===== config.mk =====
export PLATFORM = sky130hd
export DESIGN_NAME = tmr_stat_reg
export DESIGN_NICKNAME = d
export VERILOG_FILES = /design/src/rtl/tsr_pkg.sv /design/src/rtl/tsr_event_det.sv /design/src/rtl/tsr_flag_cell.sv /design/src/rtl/tmr_stat_reg.sv
export SDC_FILE = /design/constraint.sdc
export NUM_CORES = 1
export LEC_CHECK = 0
export BUFFER_PORTS_ARGS = -buffer_cell sky130_fd_sc_hd__clkbuf_2
export CORE_AREA = 4 4 79 52
export CTS_CLUSTER_DIAMETER = 200
export DETAILED_ROUTE_END_ITERATION = 12
export DIE_AREA = 0 0 83 56
export MAX_ROUTING_LAYER = met4
export PLACE_DENSITY = 0.88
export SLEW_MARGIN = 20
export SYNTH_ARGS = -nofsm -noshare
export SYNTH_HDL_FRONTEND = slang
export SYNTH_SLANG_ARGS = --single-unit

===== constraint.sdc =====
create_clock -name clk -period 1.9 [get_ports clk]
set_input_delay 0 -clock clk [delete_from_list [all_inputs] [get_ports clk]]
set_output_delay 0 -clock clk [all_outputs]
set_load 0.03 [all_outputs]

===== src/rtl/tsr_pkg.sv =====
package tsr_pkg;
  localparam int NFLAG = 4;
  localparam int FL_A   = 0;
  localparam int FL_B   = 1;
  localparam int FL_OVF = 2;
  localparam int FL_UNF = 3;

  function automatic int bitpos(input int idx);
    case (idx)
      FL_A:    return 0;
      FL_B:    return 1;
      FL_OVF:  return 4;
      default: return 5;
    endcase
  endfunction
endpackage


===== src/rtl/tsr_event_det.sv =====
module tsr_event_det #(
  parameter int CNT_W = 16
) (
  input  logic                     clk,
  input  logic                     rst,
  input  logic [CNT_W-1:0]         cnt_val,
  input  logic                     cnt_up,
  input  logic                     cnt_step,
  input  logic [1:0]               mode_sel,
  input  logic [1:0]               cap_stb,
  input  logic [1:0][CNT_W-1:0]    gr_val,
  output logic [tsr_pkg::NFLAG-1:0] set_o
);
  localparam logic [CNT_W-1:0] CNT_MAX  = '1;
  localparam logic [CNT_W-1:0] CNT_ZERO = '0;

  logic [CNT_W-1:0] last_q;

  always_ff @(posedge clk) begin
    if (rst)           last_q <= CNT_ZERO;
    else if (cnt_step) last_q <= cnt_val;
  end

  genvar ch;
  generate
    for (ch = 0; ch < 2; ch++) begin : g_ch
      always_comb begin
        if (mode_sel[ch]) set_o[ch] = cap_stb[ch];
        else              set_o[ch] = cnt_step && (cnt_val == gr_val[ch]);
      end
    end
  endgenerate

  assign set_o[tsr_pkg::FL_OVF] = cnt_step && cnt_up &&
                                  (last_q == CNT_MAX) && (cnt_val == CNT_ZERO);
  assign set_o[tsr_pkg::FL_UNF] = cnt_step && !cnt_up &&
                                  (last_q == CNT_ZERO) && (cnt_val == CNT_MAX);
endmodule


===== src/rtl/tsr_flag_cell.sv =====
module tsr_flag_cell (
  input  logic clk,
  input  logic rst,
  input  logic set_i,
  input  logic rd_i,
  input  logic wr_zero_i,
  input  logic auto_clr_i,
  output logic flag_o,
  output logic arm_o
);
  logic clr;

  assign clr = (wr_zero_i && arm_o) || auto_clr_i;

  always_ff @(posedge clk) begin
    if (rst) begin
      flag_o <= 1'b0;
      arm_o  <= 1'b0;
    end else begin
      flag_o <= set_i || (flag_o && !clr);
      arm_o  <= (rd_i && flag_o) || (arm_o && flag_o && !clr);
    end
  end
endmodule


===== src/rtl/tmr_stat_reg.sv =====
module tmr_stat_reg #(
  parameter int CNT_W = 16
) (
  input  logic             clk,
  input  logic             rst,
  input  logic [CNT_W-1:0] cnt_val,
  input  logic             cnt_up,
  input  logic             cnt_step,
  input  logic [1:0]       mode_sel,
  input  logic [1:0]       cap_stb,
  input  logic [CNT_W-1:0] gr_a,
  input  logic [CNT_W-1:0] gr_b,
  input  logic             bus_rd,
  input  logic             bus_wr,
  input  logic [7:0]       bus_wdata,
  input  logic             dma_ack_a,
  input  logic             dma_en,
  input  logic             dtc_ack_a,
  input  logic             dtc_ack_b,
  input  logic             dtc_keep,
  output logic [7:0]       stat,
  output logic             irq_a,
  output logic             irq_b,
  output logic             irq_ovf,
  output logic             irq_unf
);
  import tsr_pkg::*;

  logic [NFLAG-1:0]       set_v;
  logic [NFLAG-1:0]       flag_v;
  logic [NFLAG-1:0]       arm_v;
  logic [NFLAG-1:0]       auto_v;
  logic [1:0][CNT_W-1:0]  gr_v;
  logic                   dir_q;
  logic                   unused_wd;

  assign gr_v      = {gr_b, gr_a};
  assign unused_wd = ^{bus_wdata[7:6], bus_wdata[3:2]};

  tsr_event_det #(.CNT_W(CNT_W)) u_det (
    .clk      (clk),
    .rst      (rst),
    .cnt_val  (cnt_val),
    .cnt_up   (cnt_up),
    .cnt_step (cnt_step),
    .mode_sel (mode_sel),
    .cap_stb  (cap_stb),
    .gr_val   (gr_v),
    .set_o    (set_v)
  );

  assign auto_v[FL_A]   = (dtc_ack_a && !dtc_keep) || (dma_ack_a && dma_en);
  assign auto_v[FL_B]   = dtc_ack_b && !dtc_keep;
  assign auto_v[FL_OVF] = 1'b0;
  assign auto_v[FL_UNF] = 1'b0;

  genvar i;
  generate
    for (i = 0; i < NFLAG; i++) begin : g_flag
      tsr_flag_cell u_cell (
        .clk        (clk),
        .rst        (rst),
        .set_i      (set_v[i]),
        .rd_i       (bus_rd),
        .wr_zero_i  (bus_wr && !bus_wdata[bitpos(i)]),
        .auto_clr_i (auto_v[i]),
        .flag_o     (flag_v[i]),
        .arm_o      (arm_v[i])
      );
    end
  endgenerate

  always_ff @(posedge clk) begin
    if (rst) dir_q <= 1'b1;
    else     dir_q <= cnt_up;
  end

  always_comb begin
    stat    = 8'h40;
    stat[7] = dir_q;
    for (int k = 0; k < NFLAG; k++) stat[bitpos(k)] = flag_v[k];
  end

  assign irq_a   = flag_v[FL_A];
  assign irq_b   = flag_v[FL_B];
  assign irq_ovf = flag_v[FL_OVF];
  assign irq_unf = flag_v[FL_UNF];
endmodule


==> metrics.md, run 1 <==
| Metric | Value |
|---|---|
| Clock-pin slew reported for the worst setup and hold paths after clock tree synthesis | 0.09 ns |
| Routed Wire Length | 4414 um |
| Count of max-cap constraint violations | 0 |
| Critical path fanouts, max | 3 |
| Routed vias | 1477 |
| Flops & latches, synth | 25 |
| Crit path launch | cnt_up |
| Core Area | 3446 um^2 |
| Post-layout min period | 1.182 ns |
| Count of warnings emitted by yosys | 0 |
| Setup CP Type | input port to flip-flop |
| Starting density of the core | 46.37% |
| Final worst setup slack | 0.7184 ns |
| Number of design rule violations left after detail routing | 0 |
| Instance area at placement | 1967 um^2 |
| Clk sink count | 25 |
| Leakage component of the power | 0.9518 nW |
| Vias per Instance | 5.111 |
| Arrival @ worst endpoint | 1.37 ns |
| Worst skew pair latency | 0.28 ns |
| Layout area overhead | 26.62% |
| FILL cells | 340 |
| Sequential cell area fraction in the yosys report | 31.32% |
| Cts bufs inserted | 3 |
| Count of nets after finishing | 314 |
| Pin count of the biggest net entering global routing | 20 |
| H-Tree Level Count | 1 |
| Number of instances in the placed design | 284 |
| Worst-case clock skew | 0.006876 ns |
| Count of pins on the block boundary | 83 |
| Drt first pass iters | 4 |
| Unique masters post-synth | 34 |
| Final hold violations | 0 |
| Most common cell after layout, fill and taps aside | sky130_fd_sc_hd__clkbuf_2 |
| Die ar. | 4648 um^2 |
| List of cells traversed by the critical path | dlygate4sd3_1 -> clkbuf_2 -> and4bb_1 -> nand4_1 -> o32ai_2 |
| Gate count after technology mapping | 171 |
| Hold Path Origin | rst |
| Required time worst endpoint | 2.09 ns |
| TritonCTS clock tree | done |
| Final hold slack | 0.005158 ns |
| Overall global routing resource usage | 19.71% |
| Fin cells | 289 |
| Die width | 83 um |
| Finished Core Util | 58.71% |
| Post-route design area | 2023 um^2 |
| Standard-cell rows | 17 |
| Setup TNS Final | 0 ns |
| Antenna violation net count after detailed routing | 0 |
| Area of the mapped netlist | 1598 um^2 |
| Library cell with the largest summed area after synthesis | sky130_fd_sc_hd__dfxtp_1 |
| Number of buffers between clock root and the deepest sink | 2 |
| Antenna diodes | 0 |
| Classification of the worst-slack hold path | input port to flip-flop |
| Commonest non-fill, non-tap cells in the layout | 75 x sky130_fd_sc_hd__clkbuf_2, 26 x sky130_fd_sc_hd__xor2_1, 25 x sky130_fd_sc_hd__dfxtp_1 |
| Ratio of cells with drive above 1 in the final layout | 37.19% |
| Postcts setup bufs | 0 |
| Final worst path period share | 62.19% |
| Max incr delay on CP | 0.53 ns |
| DIE HEIGHT | 56 um |
| Total count of max-transition violations in the final report | 0 |
| Pre-CTS WS | 0.7321 ns |
| Reg2reg start | u_det.last_q[8]$_SDFFE_PP0P_ |
| Highest attainable clock frequency | 846.3 MHz |
| Worst VDD drop | 350.3 uV |
| Number of design-rule violations left by the first detailed-router iteration | 75 |
| Wire length of the first global-routing pass | 7265 um |
| Half-perimeter wire length of the detailed placement result | 3673 um |
| Port-buffer cells | 75 |
| Sort of element at the end of the critical path | flip-flop |
| Total power consumption of the routed design | 1.175 mW |
| Final weighted congestion of routability-driven global placement | 0.8996 |
| Status | completed |
| Top area cells in the synthesized netlist | sky130_fd_sc_hd__dfxtp_1 31%, sky130_fd_sc_hd__xor2_1 14%, sky130_fd_sc_hd__mux2i_1 10% |
| Via count of the first global-routing pass | 1550 |
| Setup repair after global routing missed its margin | no |
| Remaining Overflow, GRT | 0 |
| Drt wl/cell | 15.27 um |
| Clock root buffer master | sky130_fd_sc_hd__clkbuf_8 |
| Power density normalized to cell area | 580.9 nW/um^2 |
| Synth top area share | 31.32% |
| Post-Syn Area per Cell | 9.344 um^2 |
| Initial antenna violation count | 0 |
| CP Launch Type | input port |
| Final setup violation count | 0 |
| Slowest CP cell | sky130_fd_sc_hd__dlygate4sd3_1 |
-- final cells by class --
type	count	area (um^2)	share of cell area [%]
multi-input cells	131	1002	49.54
flip-flops and latches	25	500.5	24.74
repair buffers	78	400.4	19.79
inverters	4	15.01	0.7421
well taps	47	58.81	2.907
clock inverters	1	5.005	0.2474
clock buffers	3	41.29	2.041
-- cell usage after synthesis --
| library cell | number |
|---|---|
| sky130_fd_sc_hd__xor2_1 | 26 |
| sky130_fd_sc_hd__dfxtp_1 | 25 |
| sky130_fd_sc_hd__nor2_1 | 21 |
| sky130_fd_sc_hd__mux2i_1 | 16 |
| sky130_fd_sc_hd__buf_4 | 10 |
| sky130_fd_sc_hd__and4bb_1 | 7 |
| sky130_fd_sc_hd__nand4_1 | 6 |
| sky130_fd_sc_hd__xnor2_1 | 6 |
| sky130_fd_sc_hd__nand2b_1 | 5 |
| sky130_fd_sc_hd__nor4_1 | 5 |
| sky130_fd_sc_hd__inv_1 | 4 |
| sky130_fd_sc_hd__nand2_1 | 4 |
| sky130_fd_sc_hd__a21oi_1 | 3 |
| sky130_fd_sc_hd__and4bb_2 | 3 |
| sky130_fd_sc_hd__nand3_1 | 3 |
| sky130_fd_sc_hd__nor3_1 | 3 |
| sky130_fd_sc_hd__a32oi_1 | 2 |
| sky130_fd_sc_hd__conb_1 | 2 |
| sky130_fd_sc_hd__nand3b_1 | 2 |
| sky130_fd_sc_hd__nand4b_1 | 2 |
| sky130_fd_sc_hd__nor4bb_1 | 2 |
| sky130_fd_sc_hd__o22ai_2 | 2 |
| sky130_fd_sc_hd__a221oi_1 | 1 |
| sky130_fd_sc_hd__a22oi_1 | 1 |
| sky130_fd_sc_hd__and2b_1 | 1 |
| sky130_fd_sc_hd__buf_2 | 1 |
| sky130_fd_sc_hd__clkbuf_1 | 1 |
| sky130_fd_sc_hd__nor2b_1 | 1 |
| sky130_fd_sc_hd__nor3_2 | 1 |
| sky130_fd_sc_hd__nor3b_1 | 1 |
| sky130_fd_sc_hd__nor4_2 | 1 |
| sky130_fd_sc_hd__o32ai_1 | 1 |
| sky130_fd_sc_hd__o32ai_2 | 1 |
| sky130_fd_sc_hd__or2_2 | 1 |
-- final timing paths --
path / end / slack, ns / cells past startpoint
setup / recovery: g_flag[3].u_cell.flag_o$_SDFF_PP0_ / 0.72 / 5
hold / removal: g_flag[1].u_cell.arm_o$_SDFF_PP0_ / 0.005 / 2
setup reg to reg: g_flag[2].u_cell.flag_o$_SDFF_PP0_ / 0.74 / 4
hold reg to reg: g_flag[1].u_cell.arm_o$_SDFF_PP0_ / 0.50 / 2
-- flip-flops by register name, summed over array words and instances (netlist names) --
register / cells
g_flag.u_cell.flag_o: 4
u_det.last_q: 16
dir_q: 1
g_flag.u_cell.arm_o: 4
-- layer usage --
| metal | up-vias | share of wire (%) | GRT usage [%] | routed length (um) |
|---|---|---|---|---|
| met1 | 672 | 48 | 26.19 | 2123 |
| met2 | 55 | 44 | 30.48 | 1964 |
| met4 | 0 | 0.52 | 3.030 | 23 |
| met3 | 5 | 6.9 | 5.473 | 303 |
| li1 | 745 | - | - | - |
| met5 | - | 0 | - | 0 |
-- cells by family (layout without fill, tap and decap cells) --
| logic type | Yosys count | count (layout) | synth area share (%) |
|---|---|---|---|
| and+or+nand+nor | 69 | 69 | 28.27 |
| buffers and inverters | 16 | 86 | 6.185 |
| other | 2 | 3 | 0.4700 |
| AOI/OAI and AO/OA | 11 | 11 | 6.187 |
| muxes | 16 | 16 | 10.02 |
| DFF | 25 | 25 | 31.32 |
| xor gates and xnor gates | 32 | 32 | 17.54 |
-- timing repair --
item                      in CTS  in global routing
hold endpoints to repair       1                  0
hold buffers                   1                  0
resized for setup              0                  0
-- power by group --
part           leakage, nW  internal [mW]  total [mW]  switching [mW]
Combinational        0.721          0.136       0.286           0.150
Sequential           0.205          0.549       0.566          0.0178
Clock               0.0255          0.147       0.322           0.175
-- critical path: cells and delay by family --
kind | cells | cell delay (ns)
buffers and inverters | 2 | 0.65
AOI/OAI and AO/OA | 1 | 0.29
and+or+nand+nor | 2 | 0.42
(Power assumes the default switching activity.)
==> run 2: changes to the inputs <==
- CORE_AREA: 4 4 79 52 -> 4 4 82 54
- DIE_AREA: 0 0 83 56 -> 0 0 86 58
- PLACE_DENSITY: 0.88 -> 0.83
- clock period: 1.9 -> 1.19 ns (I/O delays scaled with it)
==> metrics.md, run 2 (synthesis results as in run 1) <==
| Metric | Value |
|---|---|
| Status | completed |
| Finished Core Util | 57.95% (-0.76 points) |
| Arrival @ worst endpoint | 1.32 ns (-0.05 ns) |
| Die ar. | 4988 um^2 (+7.3%) |
| Number of cells traversed by the worst hold path | 2 (unchanged) |
| Final setup violation count | 0 (unchanged) |
| Commonest non-fill, non-tap cells in the layout | 75 x sky130_fd_sc_hd__clkbuf_2, 26 x sky130_fd_sc_hd__xor2_1, 23 x sky130_fd_sc_hd__dfxtp_1 |
| Critical path fanouts, max | 3 (unchanged) |
| Setup TNS Final | 0 ns (unchanged) |
| Vias per Instance | 5.170 (+1.2%) |
| Worst VDD drop | 724.4 uV (+110%) |
| Final worst setup slack | 0.05506 ns (-0.6634 ns) |
| Postcts setup bufs | 0 (unchanged) |
| Half-perimeter wire length of the detailed placement result | 3692 um (+0.54%) |
| TritonCTS clock tree | done |
| Leakage component of the power | 0.9805 nW (+3.0%) |
| Layout area overhead | 30.38% |
| Number of design rule violations left after detail routing | 0 (unchanged) |
| CP Launch Type | flip-flop |
| Number of buffers between clock root and the deepest sink | 2 (unchanged) |
| Port-buffer cells | 75 (unchanged) |
| Count of max-cap constraint violations | 0 (unchanged) |
| Highest attainable clock frequency | 881.1 MHz |
| Pin count of the biggest net entering global routing | 18 (-10%) |
| Flip-flop count of the largest register, all copies and words added | 16 (unchanged) |
| Worst Reg2Reg Path Length in Cells | 3 (-1) |
| Power density normalized to cell area | 909.5 nW/um^2 (+57%) |
| Cts bufs inserted | 3 (unchanged) |
| Final hold violations | 0 (unchanged) |
| Worst skew pair latency | 0.28 ns (about the same) |
| Overall global routing resource usage | 18.04% (-1.7 points) |
| Remaining Overflow, GRT | 0 (unchanged) |
| FILL cells | 324 (-4.7%) |
| Die width | 86 um (+3.6%) |
| Pre-CTS WS | 0.07572 ns (-0.6563 ns) |
| Count of pins on the block boundary | 83 (unchanged) |
| Final hold slack | 0.01343 ns (+0.008268 ns) |
| Classification of the worst-slack hold path | input port to flip-flop |
| Routed Wire Length | 4496 um (+1.9%) |
| Largest registers ranked by flip-flop count | u_det.last_q: 16 flops, g_flag.u_cell.arm_o: 4 flops, g_flag.u_cell.flag_o: 4 flops |
| Initial antenna violation count | 0 (unchanged) |
| Multi-input combinational cell area | 1022 um^2 (+2.0%) |
| Number of design-rule violations left by the first detailed-router iteration | 106 (+41%) |
| Setup CP Type | flip-flop to flip-flop |
| Core Area | 3595 um^2 (+4.3%) |
| Sequential cell area | 503.0 um^2 (+0.50%) |
| DIE HEIGHT | 58 um (+3.6%) |
| Count of nets after finishing | 319 (+1.6%) |
| Standard-cell rows | 17 (unchanged) |
| Required time worst endpoint | 1.38 ns (-0.71 ns) |
| Clk sink count | 25 (unchanged) |
| Total count of max-transition violations in the final report | 0 (unchanged) |
| Post-layout min period | 1.135 ns |
| Routed vias | 1520 (+2.9%) |
| Via count of the first global-routing pass | 1464 (-5.5%) |
| Most common cell after layout, fill and taps aside | sky130_fd_sc_hd__clkbuf_2 |
| Antenna diodes | 0 (unchanged) |
| Final worst path period share | 95.37% |
| Wire length of the first global-routing pass | 6872 um (-5.4%) |
| Ratio of cells with drive above 1 in the final layout | 40.49% (+3.3 points) |
| Worst-case clock skew | 0.007346 ns (+0.0004699 ns) |
| Clock-pin slew reported for the worst setup and hold paths after clock tree synthesis | 0.08 ns (about the same) |
| Antenna violation net count after detailed routing | 0 (unchanged) |
| Final weighted congestion of routability-driven global placement | 0.8858 (-1.5%) |
| Clock root buffer master | sky130_fd_sc_hd__clkbuf_8 |
| Drt first pass iters | 4 (unchanged) |
| Register with the most flip-flops | u_det.last_q |
| Sort of element at the end of the critical path | flip-flop |
| H-Tree Level Count | 1 (unchanged) |
| Starting density of the core | 44.45% (-1.9 points) |
| Drt wl/cell | 15.29 um (+0.13%) |
[run 2: final cells by class]
cell class	count	area share, %
sequential	25	24.14
inverter	4	0.7207
timing repair buffer	83	21.02
clock inverter	1	0.2402
clock buffer	3	1.982
multi-input combinational	131	49.07
tap	47	2.823
[run 2: worst max-delay path, cell delays in order, from the launching register on]
cell	delay, ns
sky130_fd_sc_hd__dfxtp_1	0.35
sky130_fd_sc_hd__nor4bb_2	0.30
sky130_fd_sc_hd__nand4_1	0.17
sky130_fd_sc_hd__o32ai_2	0.23
[run 2: timing repair]
action                                 CTS  global route
hold buffers                             1             0
gates resized for setup                  0             5
setup endpoints to repair                0             2
endpoints found under the hold margin    1             0
[run 2: per-stage QoR]
step / instance area (um^2) / power, mW / cells
floorplan: 1602 / 1.176 / 172
global placement: 2004 / 1.374 / 289
detailed placement: 2004 / 1.386 / 289
CTS: 2061 / 1.897 / 294
global route: 2083 / 1.981 / 294
finish: 2083 / 1.895 / 294
[run 2: path summary, 6_finish.rpt]
| path | startpoint | slack [ns] | to |
|---|---|---|---|
| setup / recovery | u_det.last_q[12]$_SDFFE_PP0P_ | 0.06 | g_flag[2].u_cell.flag_o$_SDFF_PP0_ |
| hold reg to reg | g_flag[3].u_cell.arm_o$_SDFF_PP0_ | 0.50 | g_flag[3].u_cell.arm_o$_SDFF_PP0_ |
| setup reg to reg | u_det.last_q[12]$_SDFFE_PP0P_ | 0.06 | g_flag[2].u_cell.flag_o$_SDFF_PP0_ |
| hold / removal | rst | 0.01 | u_det.last_q[7]$_SDFFE_PP0P_ |
[run 2: layer usage]
layer / wire length [um] / track usage [%] / share of wire (%) / up-vias
li1: - / - / - / 752
met1: 2125 / 25.40 / 47 / 715
met2: 2041 / 26.78 / 45 / 49
met3: 313 / 4.545 / 7.0 / 4
met4: 16 / 2.032 / 0.36 / 0
met5: 0 / - / 0 / -
[run 2: where the power goes]
group          leakage [nW]  switching (mW)  internal [mW]  total, mW
combinational         0.749           0.242          0.230      0.472
sequential            0.206          0.0288          0.877      0.906
clock                0.0255           0.282          0.235      0.517
==> run 3: changes to the inputs <==
- CTS_BUF_LIST: default -> sky130_fd_sc_hd__clkbuf_8 sky130_fd_sc_hd__clkbuf_16
- PLACE_DENSITY: 0.83 -> 0.89
==> metrics.md, run 3 (synthesis results as in run 1) <==
| Metric | Value |
|---|---|
| Antenna diodes | 0 (unchanged) |
| Drt first pass iters | 4 (unchanged) |
| CP Launch Type | flip-flop |
| Total count of max-transition violations in the final report | 0 (unchanged) |
| Post-layout min period | 1.157 ns (+0.02160 ns) |
| Setup CP Type | flip-flop to flip-flop |
| Die ar. | 4988 um^2 (unchanged) |
| Sort of element at the end of the critical path | flip-flop |
| Standard-cell rows | 17 (unchanged) |
| Routed vias | 1532 (+0.79%) |
| Total power consumption of the routed design | 1.922 mW (+1.4%) |
| Worst skew pair latency | 0.28 ns (about the same) |
| Wire length of the first global-routing pass | 7024 um (+2.2%) |
| Count of nets after finishing | 321 (+0.63%) |
| Number of design-rule violations left by the first detailed-router iteration | 88 (-17%) |
| Clk sink count | 25 (unchanged) |
| Drt wl/cell | 15.47 um (+1.1%) |
| TritonCTS clock tree | done |
| Core Area | 3595 um^2 (unchanged) |
| Highest attainable clock frequency | 864.7 MHz (-1.9%) |
| Worst VDD drop | 509.1 uV (-30%) |
| Worst-case clock skew | 0.009748 ns (+0.002402 ns) |
| Final hold slack | 0.01145 ns (-0.001974 ns) |
| Via count of the first global-routing pass | 1510 (+3.1%) |
| Sequential cell area | 501.7 um^2 (-0.25%) |
| Pin count of the biggest net entering global routing | 16 (-2) |
| Initial antenna violation count | 0 (unchanged) |
| Clock root buffer master | sky130_fd_sc_hd__clkbuf_8 |
| Largest registers ranked by flip-flop count | u_det.last_q: 16 flops, g_flag.u_cell.arm_o: 4 flops, g_flag.u_cell.flag_o: 4 flops |
| Ratio of cells with drive above 1 in the final layout | 39.36% (-1.1 points) |
| Starting density of the core | 44.45% (unchanged) |
| Clock-pin slew reported for the worst setup and hold paths after clock tree synthesis | 0.10 ns (+0.02 ns) |
| Remaining Overflow, GRT | 0 (unchanged) |
| DIE HEIGHT | 58 um (unchanged) |
| Most common cell after layout, fill and taps aside | sky130_fd_sc_hd__clkbuf_2 |
| Critical path fanouts, max | 3 (unchanged) |
| Final worst path period share | 97.19% (+1.8 points) |
| Final setup violation count | 0 (unchanged) |
| Number of buffers between clock root and the deepest sink | 2 (unchanged) |
| Final hold violations | 0 (unchanged) |
| Die width | 86 um (unchanged) |
| Count of pins on the block boundary | 83 (unchanged) |
| Instance area at placement | 2012 um^2 (+0.37%) |
| Leakage component of the power | 0.9883 nW (+0.81%) |
| H-Tree Level Count | 1 (unchanged) |
| Flip-flop count of the largest register, all copies and words added | 16 (unchanged) |
| Cts bufs inserted | 3 (unchanged) |
| Required time worst endpoint | 1.39 ns (about the same) |
| Final weighted congestion of routability-driven global placement | 0.8856 (about the same) |
| Count of max-cap constraint violations | 0 (unchanged) |
| Overall global routing resource usage | 18.58% (+0.53 points) |
| Port-buffer cells | 75 (unchanged) |
| Commonest non-fill, non-tap cells in the layout | 75 x sky130_fd_sc_hd__clkbuf_2, 26 x sky130_fd_sc_hd__xor2_1, 24 x sky130_fd_sc_hd__dfxtp_1 |
| Status | completed |
| Antenna violation net count after detailed routing | 0 (unchanged) |
| Classification of the worst-slack hold path | input port to flip-flop |
| Register with the most flip-flops | u_det.last_q |
| Arrival @ worst endpoint | 1.35 ns (+0.03 ns) |
| Layout area overhead | 31.25% |
| Routed Wire Length | 4578 um (+1.8%) |
| Multi-input combinational cell area | 1017 um^2 (-0.49%) |
| Power density normalized to cell area | 916.4 nW/um^2 (+0.76%) |
| Vias per Instance | 5.176 (+0.11%) |
| Post-route design area | 2097 um^2 (+0.66%) |
| FILL cells | 322 (-0.62%) |
| Number of design rule violations left after detail routing | 0 (unchanged) |
| Half-perimeter wire length of the detailed placement result | 3680 um (-0.33%) |
## run 3: changes by cell type in the layout (fill, tap and decap cells not counted), sizes merged
cell / previous run / this run
dlygate4sd3: 1 / 2
clkinvlp: 0 / 1
buf: 7 / 8
clkinv: 1 / 0
## run 3: final cells by class
type | count | share of cell area [%]
multi-input cells | 131 | 48.51
flip-flops and latches | 25 | 23.93
repair buffers | 85 | 21.72
well taps | 47 | 2.804
clock buffers | 3 | 1.969
inverters | 4 | 0.7160
clock inverters | 1 | 0.3580
## run 3: report_power, final
part	leakage [nW]	switching, mW	total (mW)	internal (mW)
Clock	0.0217	0.294	0.532	0.238
Combinational	0.761	0.249	0.484	0.235
Sequential	0.206	0.0294	0.906	0.877
Total	0.988	0.572	1.92	1.35
## run 3: worst paths after layout
path	slack [ns]	cells past startpoint	end	startpoint
worst max-delay path	0.03	3	g_flag[2].u_cell.flag_o$_SDFF_PP0_	u_det.last_q[12]$_SDFFE_PP0P_
worst min-delay path	0.01	2	g_flag[0].u_cell.arm_o$_SDFF_PP0_	rst
worst max register to register	0.03	3	g_flag[2].u_cell.flag_o$_SDFF_PP0_	u_det.last_q[12]$_SDFFE_PP0P_
worst min register to register	0.50	2	g_flag[2].u_cell.arm_o$_SDFF_PP0_	g_flag[2].u_cell.arm_o$_SDFF_PP0_
## run 3: layer usage
| layer | wire, um | track usage, % |
|---|---|---|
| met4 | 21 | 4.063 |
| met5 | 0 | - |
| met3 | 386 | 4.261 |
| met1 | 2077 | 24.57 |
| met2 | 2091 | 28.98 |
## run 3: critical path: stages (launching register included)
cell and delay (ns):
sky130_fd_sc_hd__dfxtp_1 0.35, sky130_fd_sc_hd__nor4bb_1 0.34, sky130_fd_sc_hd__nand4_1 0.16, sky130_fd_sc_hd__o32ai_1 0.23
## run 3: per-stage QoR
step / TNS, ns / util, % / instances / setup slack [ns]
2_1_floorplan: 0 / - / 172 / 0.03105
3_3_place_gp: 0 / 55.97 / 290 / 0.09859
3_5_place_dp: 0 / 55.97 / 290 / 0.02633
4_1_cts: 0 / 57.88 / 296 / 0.01729
5_1_grt: -0.0003570 / 58.34 / 296 / -0.0003570
6_report: 0 / 58.34 / 296 / 0.03347
## run 3: what timing repair did
item,4_1_cts,5_1_grt
hold endpoints to repair,2,0
buffers inserted,0,0
setup endpoints to repair,0,2
hold buffers,2,0
gates resized for setup,0,3
